File: src/rtl/wbuf_pkg.sv
package wbuf_pkg;
  parameter int unsigned AW = 32;
  parameter int unsigned DW = 32;
  localparam int unsigned BW = DW / 8;
  localparam int unsigned OFS = $clog2(BW);
  localparam int unsigned WAW = AW - OFS;

  typedef struct packed {
    logic [AW-1:0] addr;
    logic [DW-1:0] data;
    logic [BW-1:0] be;
  } wb_ent_t;

  typedef enum logic [1:0] {TK_ST, TK_LD, TK_IO} txn_e;
endpackage

File: src/rtl/wbuf_queue.sv
module wbuf_queue
  import wbuf_pkg::*;
#(
  parameter int unsigned DEPTH = 4
) (
  input  logic           clk_i,
  input  logic           rst_ni,
  input  logic           push_i,
  input  wb_ent_t        push_ent_i,
  input  logic           pop_i,
  input  logic [WAW-1:0] ld_waddr_i,
  output wb_ent_t        head_o,
  output logic           empty_o,
  output logic           full_o,
  output logic           hit_o,
  output wb_ent_t        hit_ent_o
);
  localparam int unsigned PW = (DEPTH > 1) ? $clog2(DEPTH) : 1;
  localparam int unsigned CW = $clog2(DEPTH + 1);

  wb_ent_t        mem_q [DEPTH];
  logic [PW-1:0]  rd_q, wr_q;
  logic [CW-1:0]  cnt_q;
  logic [DEPTH-1:0] match;
  logic [PW-1:0]  age [DEPTH];

  assign empty_o = (cnt_q == '0);
  assign full_o  = (cnt_q == CW'(DEPTH));
  assign head_o  = mem_q[rd_q];

  always_ff @(posedge clk_i or negedge rst_ni) begin
    if (!rst_ni) begin
      rd_q  <= '0;
      wr_q  <= '0;
      cnt_q <= '0;
    end else begin
      if (push_i) wr_q <= wr_q + 1'b1;
      if (pop_i)  rd_q <= rd_q + 1'b1;
      cnt_q <= cnt_q + CW'(push_i) - CW'(pop_i);
    end
  end

  always_ff @(posedge clk_i) begin
    if (push_i) mem_q[wr_q] <= push_ent_i;
  end

  // per-slot age relative to head and word-address compare
  for (genvar g = 0; g < DEPTH; g++) begin : g_slot
    assign age[g]   = PW'(g) - rd_q;
    assign match[g] = (CW'(age[g]) < cnt_q) &&
                      (mem_q[g].addr[AW-1:OFS] == ld_waddr_i);
  end

  // youngest match = largest age
  always_comb begin
    logic [PW-1:0] best;
    hit_o     = 1'b0;
    hit_ent_o = '0;
    best      = '0;
    for (int i = 0; i < DEPTH; i++) begin
      if (match[i] && (!hit_o || age[i] > best)) begin
        hit_o     = 1'b1;
        best      = age[i];
        hit_ent_o = mem_q[i];
      end
    end
  end


  no_overflow_chk: assert property (@(posedge clk_i) disable iff (!rst_ni)
    push_i |-> (!full_o || pop_i));

  no_underflow_chk: assert property (@(posedge clk_i) disable iff (!rst_ni)
    pop_i |-> !empty_o);
endmodule

File: src/rtl/wbuf_port.sv
module wbuf_port
  import wbuf_pkg::*;
(
  input  logic          clk_i,
  input  logic          rst_ni,
  input  logic          drain_i,
  input  logic          ld_req_i,
  input  logic [AW-1:0] ld_addr_i,
  input  logic [BW-1:0] ld_be_i,
  input  logic          st_req_i,
  input  wb_ent_t       st_ent_i,
  input  logic          io_req_i,
  input  wb_ent_t       io_ent_i,
  input  logic          mem_rsp_i,
  output logic          mem_req_o,
  output logic          mem_we_o,
  output logic [AW-1:0] mem_addr_o,
  output logic [DW-1:0] mem_wdata_o,
  output logic [BW-1:0] mem_be_o,
  output logic          done_o,
  output txn_e          kind_o
);
  logic    busy_q;
  txn_e    kind_q;
  wb_ent_t ent_q;
  logic    pick_v;
  txn_e    pick_k;
  wb_ent_t pick_e, ld_ent;

  assign ld_ent = '{addr: ld_addr_i, data: '0, be: ld_be_i};

  always_comb begin
    pick_v = 1'b1;
    pick_k = TK_LD;
    pick_e = ld_ent;
    if (drain_i) begin
      if (st_req_i)      begin pick_k = TK_ST; pick_e = st_ent_i; end
      else if (io_req_i) begin pick_k = TK_IO; pick_e = io_ent_i; end
      else               pick_v = ld_req_i;
    end else begin
      if (ld_req_i)      pick_k = TK_LD;
      else if (st_req_i) begin pick_k = TK_ST; pick_e = st_ent_i; end
      else if (io_req_i) begin pick_k = TK_IO; pick_e = io_ent_i; end
      else               pick_v = 1'b0;
    end
  end

  always_ff @(posedge clk_i or negedge rst_ni) begin
    if (!rst_ni) begin
      busy_q <= 1'b0;
      kind_q <= TK_ST;
      ent_q  <= '0;
    end else if (busy_q) begin
      if (mem_rsp_i) busy_q <= 1'b0;
    end else if (pick_v) begin
      busy_q <= 1'b1;
      kind_q <= pick_k;
      ent_q  <= pick_e;
    end
  end

  assign mem_req_o   = busy_q;
  assign mem_we_o    = (kind_q != TK_LD);
  assign mem_addr_o  = ent_q.addr;
  assign mem_wdata_o = ent_q.data;
  assign mem_be_o    = ent_q.be;
  assign done_o      = busy_q && mem_rsp_i;
  assign kind_o      = kind_q;


  req_hold_chk: assert property (@(posedge clk_i) disable iff (!rst_ni)
    (mem_req_o && !mem_rsp_i) |=> (mem_req_o && $stable(mem_addr_o) &&
      $stable(mem_wdata_o) && $stable(mem_be_o) && $stable(mem_we_o)));

  drain_prio_chk: assert property (@(posedge clk_i) disable iff (!rst_ni)
    (!mem_req_o && drain_i && st_req_i) |=> (mem_req_o && kind_q == TK_ST));
endmodule

File: src/rtl/ord_wbuf.sv
module ord_wbuf
  import wbuf_pkg::*;
#(
  parameter int unsigned DEPTH = 4
) (
  input  logic          clk_i,
  input  logic          rst_ni,
  input  logic          st_valid_i,
  input  logic          st_io_i,
  input  logic [AW-1:0] st_addr_i,
  input  logic [DW-1:0] st_data_i,
  input  logic [BW-1:0] st_be_i,
  output logic          st_ready_o,
  input  logic          ld_valid_i,
  input  logic [AW-1:0] ld_addr_i,
  input  logic [BW-1:0] ld_be_i,
  output logic          ld_ready_o,
  output logic [DW-1:0] ld_data_o,
  input  logic          fence_req_i,
  output logic          fence_ack_o,
  output logic          mem_req_o,
  output logic          mem_we_o,
  output logic [AW-1:0] mem_addr_o,
  output logic [DW-1:0] mem_wdata_o,
  output logic [BW-1:0] mem_be_o,
  input  logic          mem_rsp_i,
  input  logic [DW-1:0] mem_rdata_i
);
  wb_ent_t st_ent, head, hit_ent;
  logic    q_empty, q_full, hit, push, pop, fwd_ok, drain, io_req, done;
  txn_e    kind;

  assign st_ent = '{addr: st_addr_i, data: st_data_i, be: st_be_i};
  assign drain  = fence_req_i || (st_valid_i && st_io_i);
  assign push   = st_valid_i && !st_io_i && !q_full;
  assign pop    = done && (kind == TK_ST);
  assign io_req = st_valid_i && st_io_i && q_empty;
  assign fwd_ok = ld_valid_i && hit && ((hit_ent.be & ld_be_i) == ld_be_i);

  wbuf_queue #(.DEPTH(DEPTH)) u_queue (
    .clk_i      (clk_i),
    .rst_ni     (rst_ni),
    .push_i     (push),
    .push_ent_i (st_ent),
    .pop_i      (pop),
    .ld_waddr_i (ld_addr_i[AW-1:OFS]),
    .head_o     (head),
    .empty_o    (q_empty),
    .full_o     (q_full),
    .hit_o      (hit),
    .hit_ent_o  (hit_ent)
  );

  wbuf_port u_port (
    .clk_i       (clk_i),
    .rst_ni      (rst_ni),
    .drain_i     (drain),
    .ld_req_i    (ld_valid_i && !hit),
    .ld_addr_i   (ld_addr_i),
    .ld_be_i     (ld_be_i),
    .st_req_i    (!q_empty),
    .st_ent_i    (head),
    .io_req_i    (io_req),
    .io_ent_i    (st_ent),
    .mem_rsp_i   (mem_rsp_i),
    .mem_req_o   (mem_req_o),
    .mem_we_o    (mem_we_o),
    .mem_addr_o  (mem_addr_o),
    .mem_wdata_o (mem_wdata_o),
    .mem_be_o    (mem_be_o),
    .done_o      (done),
    .kind_o      (kind)
  );

  assign st_ready_o  = st_io_i ? (done && kind == TK_IO) : !q_full;
  assign ld_ready_o  = fwd_ok || (done && kind == TK_LD);
  assign ld_data_o   = fwd_ok ? hit_ent.data : mem_rdata_i;
  assign fence_ack_o = fence_req_i && q_empty;


  io_unbuffered_chk: assert property (@(posedge clk_i) disable iff (!rst_ni)
    (st_valid_i && st_io_i) |=> !(q_full && !$past(q_full)));

  io_ack_drained_chk: assert property (@(posedge clk_i) disable iff (!rst_ni)
    (st_valid_i && st_io_i && st_ready_o) |-> (q_empty && mem_we_o));

  fence_ack_chk: assert property (@(posedge clk_i) disable iff (!rst_ni)
    fence_ack_o |-> !(mem_req_o && kind == TK_ST));

  fwd_no_read_chk: assert property (@(posedge clk_i) disable iff (!rst_ni)
    (fwd_ok && !(mem_req_o && !mem_we_o)) |=> !(mem_req_o && !mem_we_o));
endmodule

File: config.mk
export PLATFORM = sky130hd
export DESIGN_NAME = ord_wbuf
export DESIGN_NICKNAME = d
export VERILOG_FILES = /design/src/rtl/wbuf_pkg.sv /design/src/rtl/wbuf_queue.sv /design/src/rtl/wbuf_port.sv /design/src/rtl/ord_wbuf.sv
export SDC_FILE = /design/constraint.sdc
export NUM_CORES = 1
export LEC_CHECK = 0
export BUFFER_PORTS_ARGS = -buffer_cell sky130_fd_sc_hd__buf_2
export CAP_MARGIN = 20
export CELL_PAD_IN_SITES_DETAIL_PLACEMENT = 0
export CELL_PAD_IN_SITES_GLOBAL_PLACEMENT = 2
export CORE_MARGIN = 5
export CORE_UTILIZATION = 43
export DETAILED_ROUTE_END_ITERATION = 8
export PLACE_DENSITY_LB_ADDON = 0.1
export SYNTH_ARGS = -nofsm -noshare
export SYNTH_HDL_FRONTEND = slang
export SYNTH_SLANG_ARGS = --single-unit
export TNS_END_PERCENT = 10
File: constraint.sdc
create_clock -name clk_i -period 14.3 [get_ports clk_i]
set_input_delay 0.715 -clock clk_i [delete_from_list [all_inputs] [get_ports clk_i]]
set_output_delay 0.715 -clock clk_i [all_outputs]
set_load 0.02 [all_outputs]
==> results.json, run 1 <==
{
  "numClockSinks": 350,
  "crit_path_start": "u_queue.rd_q[0]$_DFFE_PN0P_",
  "layout_setup_ws_ns": 4.83,
  "maxCapViolCount": 0,
  "cts_made_buffers": 40,
  "max_freq_mhz": 106,
  "pre_cts_slack_ns": 5.24,
  "ys_top_cells_by_count": "edfxtp_1, xnor2_1, nand2_1",
  "grt_pass1_vias": 11720,
  "grt_max_degree": 82,
  "routed_wl_mm": 50.8,
  "period_share_pct": 66.2,
  "yosys_warnings": 0,
  "p_int_mw": 2.33,
  "grt_overflow_total": 0,
  "fillers": 3486,
  "power_frac_seq_pct": 40.7,
  "track_usage_pct": 22.8,
  "rows": 73,
  "hpwl_mm": 34.5,
  "postCtsSetupRepairBufs": 0,
  "final-seq-area_um2": 10100,
  "worstReg2RegEnd": "u_port.mem_addr_o[8]$_DFFE_PN0P_",
  "r2r_setup_slack_ns": 9.46,
  "gp_congestion": 0.878,
  "hold_viol": 0,
  "die_w_um": 210,
  "clkLatencyLatePin_ns": 0.53,
  "setup_viol": 0,
  "antenna_found_initial": 5,
  "p_clk_share_pct": 26.9,
  "power_switching_mw": 1.20,
  "clkTransAtPathRegs_ns": 0.06,
  "grt_pass1_wl_mm": 76.2,
  "synth_cells": 1232,
  "clockBufferDepth": 3,
  "vias": 11471,
  "worstSetupEndpointType": "output pin",
  "status": "finished, final reports clean",
  "cts_hold_buf": 0,
  "worst-path-buf-inv": 4,
  "synth-seq-cells": 350,
  "cp.depth": 26,
  "drt_pass1_iterations": 5,
  "ios": 248,
  "required_ns": 13.59,
  "cts_tree": "built",
  "placed_cell_area_um2": 18800,
  "crit_slowest_cell": "dfrtp_4",
  "dieArea_um2": 43900,
  "yosys-top-cells-area": "edfxtp_1, dfrtp_1, mux4_2, xnor2_1, o22ai_1",
  "die_h_um": 210,
  "seq_area_frac_synth_pct": 59.1,
  "antenna_left": 0,
  "multiInputGateArea_um2": 6410,
  "report.final.slew_viol_count": 0,
  "start_kind": "register",
  "clock_skew_ns": 0.0240,
  "synthArstFlopShare_pct": 22.3,
  "ir_worst_vdd_v": 0.0000968,
  "drt_iter0_markers": 751,
  "netlist-cell-type-count": 56,
  "syn-cell-area_um2": 17100,
  "cp_slowest_stage_delay_ns": 0.89,
  "start_util_pct": 43.3,
  "rsz0062_at_grt": "false",
  "portBuffers": 247,
  "syn_area_per_cell_um2": 13.9,
  "power_density_nw_per_um2": 177,
  "p_sw_share_pct": 34.0,
  "areaGrowthSynthToFinish_pct": 16.6,
  "fin_crit_ns": 9.47,
  "p_leak_nw": 7.39,
  "stdcell_area_um2": 20000,
  "worst-setup-path-type": "register to output pin",
  "min_path_type": "primary input to async pin",
  "post_drt_wl_per_cell_um": 25.6,
  "synth_edf_count": 272,
  "crit_arrival_ns": 8.76,
  "r2r_cells": 13,
  "yosysTopAreaCellShare_pct": 47.7,
  "synth_area_leader_cell": "edfxtp_1",
  "slew_headroom_pct": 29.6,
  "drcViolationCount": 0,
  "worst_slew_pin_slew_ns": 1.05,
  "fin_tns_setup_ns": 0,
  "synth_fp_nets": 1391,
  "ys.flop_type": "edfxtp_1",
  "r2r-start": "u_queue.rd_q[1]$_DFFE_PN0P_",
  "critPathTopFamily": "compound AO/OA/AOI/OAI gates",
  "total_power_mw": 3.53,
  "fin_nets": 1588,
  "cts_resized": 0,
  "path_max_fanout": 68,
  "yosysMostFrequentCell": "edfxtp_1",
  "htree_levels": 2,
  "fin_util_pct": 50.5,
  "combPwrFrac_pct": 32.3,
  "drive_gt1_share_pct": 30.8,
  "clock-root-buffer": "clkbuf_16",
  "vias_per_cell": 5.78,
  "core_area_um2": 39500
}
==> per-stage QoR <==
stage	hold WS, ns	cells
after CTS	0.179	1983
after global placement	0.457	1912
after detailed placement	0.461	1912
final	0.164	1985
after global routing	0.208	1984
after floorplan	0.419	1232
==> sequential cells by signal, indices dropped and copies added (netlist names) <==
register            flops
u_queue.mem_q         272
u_queue.cnt_q           3
u_port.kind_o           2
u_port.mem_addr_o      32
u_port.mem_req_o        1
u_port.mem_be_o         4
u_queue.wr_q            2
u_port.mem_wdata_o     32
u_queue.rd_q            2
==> cells in the final DEF (no fill, tap or decap), drive strengths merged, types with 7 or more instances in the layout <==
cell	instances
inv	51
nand4	34
o31ai	32
buf	265
dfrtp	78
edfxtp	272
o22a	36
mux2	32
o21ai	79
xor2	9
nor3	7
xnor2	115
a221oi	33
nand3	12
a22oi	34
clkbuf	56
clkinv	10
mux4	68
ha	15
nor2	7
a21oi	12
nand2	80
o22ai	69
==> worst max-delay path by stage <==
stage / to / slack (ns)
finish: ld_data_o[31] / 4.83
global route: ld_data_o[31] / 4.02
floorplan: ld_data_o[30] / 7.17
CTS: ld_data_o[30] / 4.66
global placement: ld_data_o[30] / 5.39
detailed placement: ld_data_o[30] / 5.24
==> cell families after synthesis <==
group           Yosys count  synth area share, %
xor+xnor                124                 6.34
fa+ha+maj                16                 1.21
simple gates            165                 4.92
mux                     101                 11.7
flops                   350                 59.1
compound gates          315                 12.8
buf+inv                 161                 3.94
==> power by group through the flow <==
stage                     Sequential, mW  Clock, mW  Combinational (mW)
after detailed placement            1.46          0                1.15
after CTS                           1.44      0.974                1.16
after global routing                1.46       1.02                1.25
final                               1.44      0.950                1.14
after floorplan                     1.50          0               0.717
after global placement              1.46          0                1.15
==> cell type report <==
class                           instances  area share (%)
Multi-Input combinational cell        721            32.1
Clock inverter                         15           0.438
Inverter                               51           0.958
Clock buffer                           56            5.67
Timing Repair Buffer                  265            6.88
Tap cell                              525            3.29
Antenna cell                            2          0.0250
Sequential cell                       350            50.7
==> layer usage <==
metal	wire length (um)	vias to the layer above	track usage, %	part of all wire [%]
met3	3580	67	4.99	7.0
met5	33	-	0	0.065
met4	893	6	4.97	1.8
met1	22100	5788	32.4	43
li1	-	5206	-	-
met2	24200	404	36.4	48
No activity file was read; power rests on OpenSTA's default activity.
==> inputs of run 2 (changes only) <==
--- a/config.mk
+++ b/config.mk
@@ -5,12 +5,13 @@
 export SDC_FILE = /design/constraint.sdc
 export NUM_CORES = 1
 export LEC_CHECK = 0
+export ABC_AREA = 1
 export BUFFER_PORTS_ARGS = -buffer_cell sky130_fd_sc_hd__buf_2
 export CAP_MARGIN = 20
 export CELL_PAD_IN_SITES_DETAIL_PLACEMENT = 0
 export CELL_PAD_IN_SITES_GLOBAL_PLACEMENT = 2
 export CORE_MARGIN = 5
-export CORE_UTILIZATION = 43
+export CORE_UTILIZATION = 32
 export DETAILED_ROUTE_END_ITERATION = 8
 export PLACE_DENSITY_LB_ADDON = 0.1
 export SYNTH_ARGS = -nofsm -noshare
==> constraint.sdc (replaced) <==
create_clock -name clk_i -period 7.87 [get_ports clk_i]
set_input_delay 0.3935 -clock clk_i [delete_from_list [all_inputs] [get_ports clk_i]]
set_output_delay 0.3935 -clock clk_i [all_outputs]
set_load 0.02 [all_outputs]
==> run 2 against run 1 <==
Net effect: sequential share of layout area is 4.8 points lower; combinational power grew to 2.5 times the previous value; synthesized cell count grew 70%; sequential power increased by 82%; wire length is 38% higher; largest cell class unchanged.
==> results.json, run 2 <==
{
  "grt_pass1_wl_mm": 104,
  "worstReg2RegEnd": "u_port.mem_wdata_o[20]$_DFFE_PN0P_",
  "antenna_left": 0,
  "die_w_um": 252,
  "fin_nets": 2435,
  "rows": 88,
  "yosysMostFrequentCell": "nand2_1",
  "r2r-start": "u_queue.rd_q[0]$_DFFE_PN0P_",
  "p_int_mw": 4.57,
  "areaGrowthSynthToFinish_pct": 17.9,
  "clock_skew_ns": 0.0166,
  "clkLatencyLatePin_ns": 0.57,
  "clock-root-buffer": "clkbuf_16",
  "ios": 248,
  "slew_headroom_pct": 32.7,
  "syn-cell-area_um2": 18700,
  "combPwrFrac_pct": 37.7,
  "antenna_found_initial": 8,
  "synthArstFlopShare_pct": 22.3,
  "clkTransAtPathRegs_ns": 0.06,
  "drt_pass1_iterations": 5,
  "power_density_nw_per_um2": 343,
  "crit_arrival_ns": 6.79,
  "hold_viol": 0,
  "cp_slowest_stage_delay_ns": 0.99,
  "hpwl_mm": 45.0,
  "power_frac_seq_pct": 34.6,
  "layout_common_cells": "nand2_1, edfxtp_1, buf_2",
  "crit_slowest_cell": "dfrtp_4",
  "crit_top_cell": "nand2_1",
  "cts_tree": "built",
  "p_clk_share_pct": 27.7,
  "start_kind": "register",
  "min_path_type": "primary input to register",
  "status": "finished, final reports clean",
  "crit_path_start": "u_queue.rd_q[0]$_DFFE_PN0P_",
  "routed_wl_mm": 70.2,
  "gp_congestion": 0.826,
  "worstSetupEndpointType": "output pin",
  "report.final.slew_viol_count": 0,
  "start_util_pct": 32.4,
  "grt_overflow_total": 0,
  "cts_made_buffers": 44,
  "total_power_mw": 7.57,
  "seq_area_frac_synth_pct": 54.1,
  "vias": 15791,
  "synth_edf_count": 272,
  "syn_area_per_cell_um2": 8.92,
  "yosys-top-cells-area": "edfxtp_1, nand2_1, dfrtp_1, nand3_1, a21oi_1",
  "netlist-cell-type-count": 46,
  "synth-seq-cells": 350,
  "ir_worst_vdd_v": 0.000167,
  "synth_area_leader_cell": "edfxtp_1",
  "yosysTopAreaCellShare_pct": 43.6,
  "die_h_um": 252,
  "endpoint": "ld_ready_o",
  "final_common_cell": "nand2_1",
  "ys_top_cells_by_count": "nand2_1, edfxtp_1, nand3_1",
  "drive_gt1_share_pct": 16.9,
  "numClockSinks": 350,
  "p_sw_share_pct": 39.5,
  "portBuffers": 247,
  "r2r_cells": 20,
  "grt_pass1_vias": 15880,
  "core_area_um2": 57800,
  "postCtsSetupRepairBufs": 0,
  "required_ns": 7.48,
  "fin_tns_setup_ns": 0,
  "stdcell_area_um2": 22100,
  "worst-setup-path-type": "register to output pin",
  "vias_per_cell": 5.13,
  "drt_iter0_markers": 1118,
  "fin_crit_ns": 7.18,
  "dieArea_um2": 63400,
  "placed_cell_area_um2": 20500,
  "track_usage_pct": 21.5,
  "synth_cells": 2097,
  "worst_slew_pin_slew_ns": 1.01,
  "largest_register": "u_queue.mem_q",
  "ys.flop_type": "edfxtp_1",
  "setup_viol": 0,
  "largest_reg_flops": 272,
  "power_switching_mw": 2.99,
  "htree_levels": 2,
  "synth_fp_nets": 2256,
  "post_drt_wl_per_cell_um": 22.8,
  "drcViolationCount": 0,
  "period_share_pct": 91.2,
  "maxCapViolCount": 0,
  "grt_max_degree": 98,
  "p_leak_nw": 9.47,
  "yosys_warnings": 0,
  "max_freq_mhz": 139,
  "r2r_setup_slack_ns": 2.97,
  "rsz0062_at_grt": "false",
  "clockBufferDepth": 3,
  "path_max_fanout": 76
}
## run 2: cell types whose count changed after synthesis, moves of 64 or more
cell     delta
inv_1      +64
o22ai_1    -65
nor2_1     +89
nand3_1   +176
xnor2_1    -82
mux4_2     -68
nand2_1   +597
a21oi_1   +124
## run 2: logic make-up (layout without fill, tap and decap cells)
logic type               count (synthesis)  in the layout  synth area share, %
other                                    0              1                    0
AND/OR/NAND/NOR                       1005           1005                 22.5
AO/OA/AOI/OAI                          367            367                 12.2
XOR/XNOR                                83             83                 3.88
multiplexers                             1              1               0.0535
buffers and inverters                  275            488                 6.17
adder cells (fa/ha/maj)                 16             16                 1.11
flip-flops                             350            350                 54.1
## run 2: what timing repair did
| action | 4_1_cts | 5_1_grt |
|---|---|---|
| hold endpoints to repair | 38 | 0 |
| hold buffers | 2 | 0 |
| gates resized for setup | 0 | 0 |
## run 2: worst max-delay path, delay by kind of cell, from the launching register on
kind                     cells  cell delay (ns)
buffers and inverters        4             0.44
AO/OA/AOI/OAI                6             1.12
AND/OR/NAND/NOR             18             2.41
adder cells (fa/ha/maj)      4             1.24
flip-flops                   1             0.99
## run 2: power groups by stage
stage	registers (mW)	logic, mW	clock network (mW)
3_5_place_dp	2.65	2.86	0
5_1_grt	2.66	3.16	2.22
2_1_floorplan	2.76	1.71	0
4_1_cts	2.62	2.88	2.14
3_3_place_gp	2.64	2.86	0
6_report	2.62	2.85	2.10
## run 2: worst min-delay path by stage
stage	startpoint	endpoint	slack, ns	cells after the start
finish	st_addr_i[29]	u_queue.mem_q[2][65]$_DFFE_PP_	0.06	1
global route	st_data_i[1]	u_queue.mem_q[3][5]$_DFFE_PP_	0.05	1
CTS	st_data_i[14]	u_queue.mem_q[1][18]$_DFFE_PP_	0.03	1
detailed placement	rst_ni	u_port.mem_addr_o[10]$_DFFE_PN0P_	0.46	1
global placement	rst_ni	u_port.mem_addr_o[10]$_DFFE_PN0P_	0.44	1
floorplan	rst_ni	u_port.kind_o[0]$_DFFE_PN0P_	0.1	0
## run 2: layout make-up
class	instances	area, um2
timing repair buffer	275	1500
tap	765	957
clock inverter	23	264
fill	5948	35700
sequential	350	10100
inverter	133	503
clock buffer	57	1210
antenna	1	2.50
multi-input combinational	1472	7500
## run 2: metrics by stage
step           hold slack (ns)  std cells  utilization [%]  setup slack (ns)
4_1_cts                 0.0282       3073             38.1             0.535
6_report                0.0626       3076             38.2             0.690
3_5_place_dp             0.455       2991             35.5              1.18
2_1_floorplan           0.0979       2097                -              1.82
5_1_grt                 0.0534       3075             38.2            0.0941
3_3_place_gp             0.441       2990             35.5              1.30
## run 2: routing by layer
layer / track usage [%] / vias to the layer above / routed length, um
met1: 31.5 / 7736 / 33300
met5: 0 / - / 54
li1: - / 7544 / -
met3: 3.33 / 89 / 3730
met4: 4.87 / 8 / 1320
met2: 33.7 / 414 / 31700
==> inputs of run 3 (changes only) <==
--- a/config.mk
+++ b/config.mk
@@ -6,14 +6,16 @@
 export NUM_CORES = 1
 export LEC_CHECK = 0
 export ABC_AREA = 1
-export BUFFER_PORTS_ARGS = -buffer_cell sky130_fd_sc_hd__buf_2
 export CAP_MARGIN = 20
 export CELL_PAD_IN_SITES_DETAIL_PLACEMENT = 0
 export CELL_PAD_IN_SITES_GLOBAL_PLACEMENT = 2
 export CORE_MARGIN = 5
-export CORE_UTILIZATION = 32
+export CORE_UTILIZATION = 36
 export DETAILED_ROUTE_END_ITERATION = 8
+export DONT_BUFFER_PORTS = 1
+export HOLD_SLACK_MARGIN = 0.03
 export PLACE_DENSITY_LB_ADDON = 0.1
+export RECOVER_POWER = 50
 export SYNTH_ARGS = -nofsm -noshare
 export SYNTH_HDL_FRONTEND = slang
 export SYNTH_SLANG_ARGS = --single-unit
==> run 3 against run 2 <==
Net effect: utilization grew 3.9 points; wire length shrank 1.9%; sequential power grew 8.0%; the run now ends with capacitance limit, slew limit left; global-route usage grew 1.9 points; critical path depth grew 1; non-clock buffer count shrank 148; die area shrank 11%; clock power shrank 5%; flip-flop and latch count is the same; largest cell class unchanged.
==> results.json, run 3 (synthesized netlist as in run 2, its figures left out) <==
{
  "cts_resized": 0,
  "routed_wl_mm": 68.8,
  "portBuffers": 0,
  "hold_viol": 0,
  "ios": 248,
  "dp_cells": 2658,
  "clock-root-buffer": "clkbuf_16",
  "total_power_mw": 7.26,
  "clock_skew_ns": 0.0194,
  "antenna_left": 0,
  "dieArea_um2": 56600,
  "final_common_cell": "nand2_1",
  "drive_gt1_share_pct": 6.57,
  "layout_common_cells": "nand2_1, edfxtp_1, nand3_1",
  "start_util_pct": 36.4,
  "vias_per_cell": 5.45,
  "hold-worst-slack_ns": 0.0530,
  "drt_pass1_iterations": 6,
  "fin_crit_ns": 7.09,
  "antenna_found_initial": 0,
  "worstSetupEndpointType": "output pin",
  "antennaDiodeCount": 0,
  "worst-setup-path-type": "register to output pin",
  "crit_slowest_cell": "nand3_2",
  "largest_reg_flops": 272,
  "cts_made_buffers": 44,
  "fin_nets": 2287,
  "track_usage_pct": 23.4,
  "fin_tns_setup_ns": 0,
  "layoutNonFillerInstCount": 2842,
  "worst_slew_pin_slew_ns": 5.01,
  "post_drt_wl_per_cell_um": 24.2,
  "grt_overflow_total": 0,
  "grt_max_degree": 88,
  "clkTransAtPathRegs_ns": 0.06,
  "maxCapViolCount": 1,
  "crit_arrival_ns": 6.70,
  "crit_top_cell": "nand2_1",
  "htree_levels": 2,
  "start_kind": "register",
  "path_max_fanout": 41,
  "cts_tree": "built",
  "power_density_nw_per_um2": 336,
  "cp_slowest_stage_delay_ns": 0.69,
  "ir_worst_vdd_v": 0.000245,
  "core_area_um2": 51400,
  "gp_congestion": 0.849,
  "grt_pass1_wl_mm": 101,
  "grt_pass1_vias": 15101,
  "vias": 15480,
  "slew_headroom_pct": -234,
  "largest_register": "u_queue.mem_q",
  "rsz0062_at_grt": "false",
  "rows": 83,
  "status": "complete, but fails checks",
  "die_h_um": 238,
  "p_leak_nw": 8.84,
  "r2r_setup_slack_ns": 2.51,
  "report.final.slew_viol_count": 79,
  "violations": "capacitance limit, slew limit",
  "period_share_pct": 90.1,
  "clkLatencyLatePin_ns": 0.57,
  "setup_viol": 0,
  "clockBufferDepth": 3,
  "areaGrowthSynthToFinish_pct": 15.5,
  "required_ns": 7.48,
  "die_w_um": 238,
  "hpwl_mm": 41.2,
  "drt_iter0_markers": 1174,
  "max_freq_mhz": 141,
  "fin_util_pct": 42.0,
  "numClockSinks": 350,
  "drcViolationCount": 0,
  "min_path_type": "primary input to register"
}
## run 3: worst max-delay path: cells and delay by family (launching register included)
family,cells,cell delay (ns)
simple gates,18,2.47
fa+ha+maj,4,1.26
compound gates,6,1.14
buf+inv,5,0.87
flops,1,0.40
## run 3: final timing paths
check	from	endpoint	cells past startpoint
max reg2reg	u_queue.rd_q[1]$_DFFE_PN0P_	u_port.mem_addr_o[5]$_DFFE_PN0P_	20
min	ld_addr_i[25]	u_port.mem_addr_o[25]$_DFFE_PN0P_	2
max in group asynchronous	rst_ni	u_queue.rd_q[0]$_DFFE_PN0P_	2
min in group asynchronous	rst_ni	u_port.mem_addr_o[5]$_DFFE_PN0P_	2
max	u_queue.rd_q[1]$_DFFE_PN0P_	ld_ready_o	33
min reg2reg	u_port.kind_o[0]$_DFFE_PN0P_	u_port.kind_o[0]$_DFFE_PN0P_	2
## run 3: final cells by class
cell class / count / area, um2
Fill cell: 5128 / 29800
Sequential cell: 350 / 10100
Multi-Input combinational cell: 1472 / 7490
Clock buffer: 67 / 1280
Timing Repair Buffer: 127 / 1240
Tap cell: 680 / 851
Inverter: 133 / 504
Clock inverter: 13 / 119
## run 3: timing repair
action                                  CTS  global route
setup buffers                             0             1
endpoints found under the setup margin    0            33
endpoints found under the hold margin   381             0
hold buffers                            101             0
## run 3: power breakdown
| group | leakage [nW] | switching, mW | internal (mW) |
|---|---|---|---|
| registers | 3.42 | 0.474 | 2.36 |
| logic | 4.73 | 1.61 | 0.820 |
| clock network | 0.686 | 0.810 | 1.18 |
| total | 8.84 | 2.90 | 4.36 |
## run 3: per-layer routing
layer	up-vias	wire, um	global-route usage (%)	part of all wire (%)
li1	7235	-	-	-
met1	7683	32200	34.5	47
met2	485	30800	36.3	45
met3	77	4720	4.63	6.9
met4	0	1180	4.49	1.7
met5	-	0	0	0
## run 3: per-stage QoR
stage | area, um2 | setup WS, ns
final | 21600 | 0.780
after global routing | 21600 | 0.141
after CTS | 21600 | 0.390
after detailed placement | 19100 | 1.02
after global placement | 19100 | 1.19
after floorplan | 18700 | 1.82
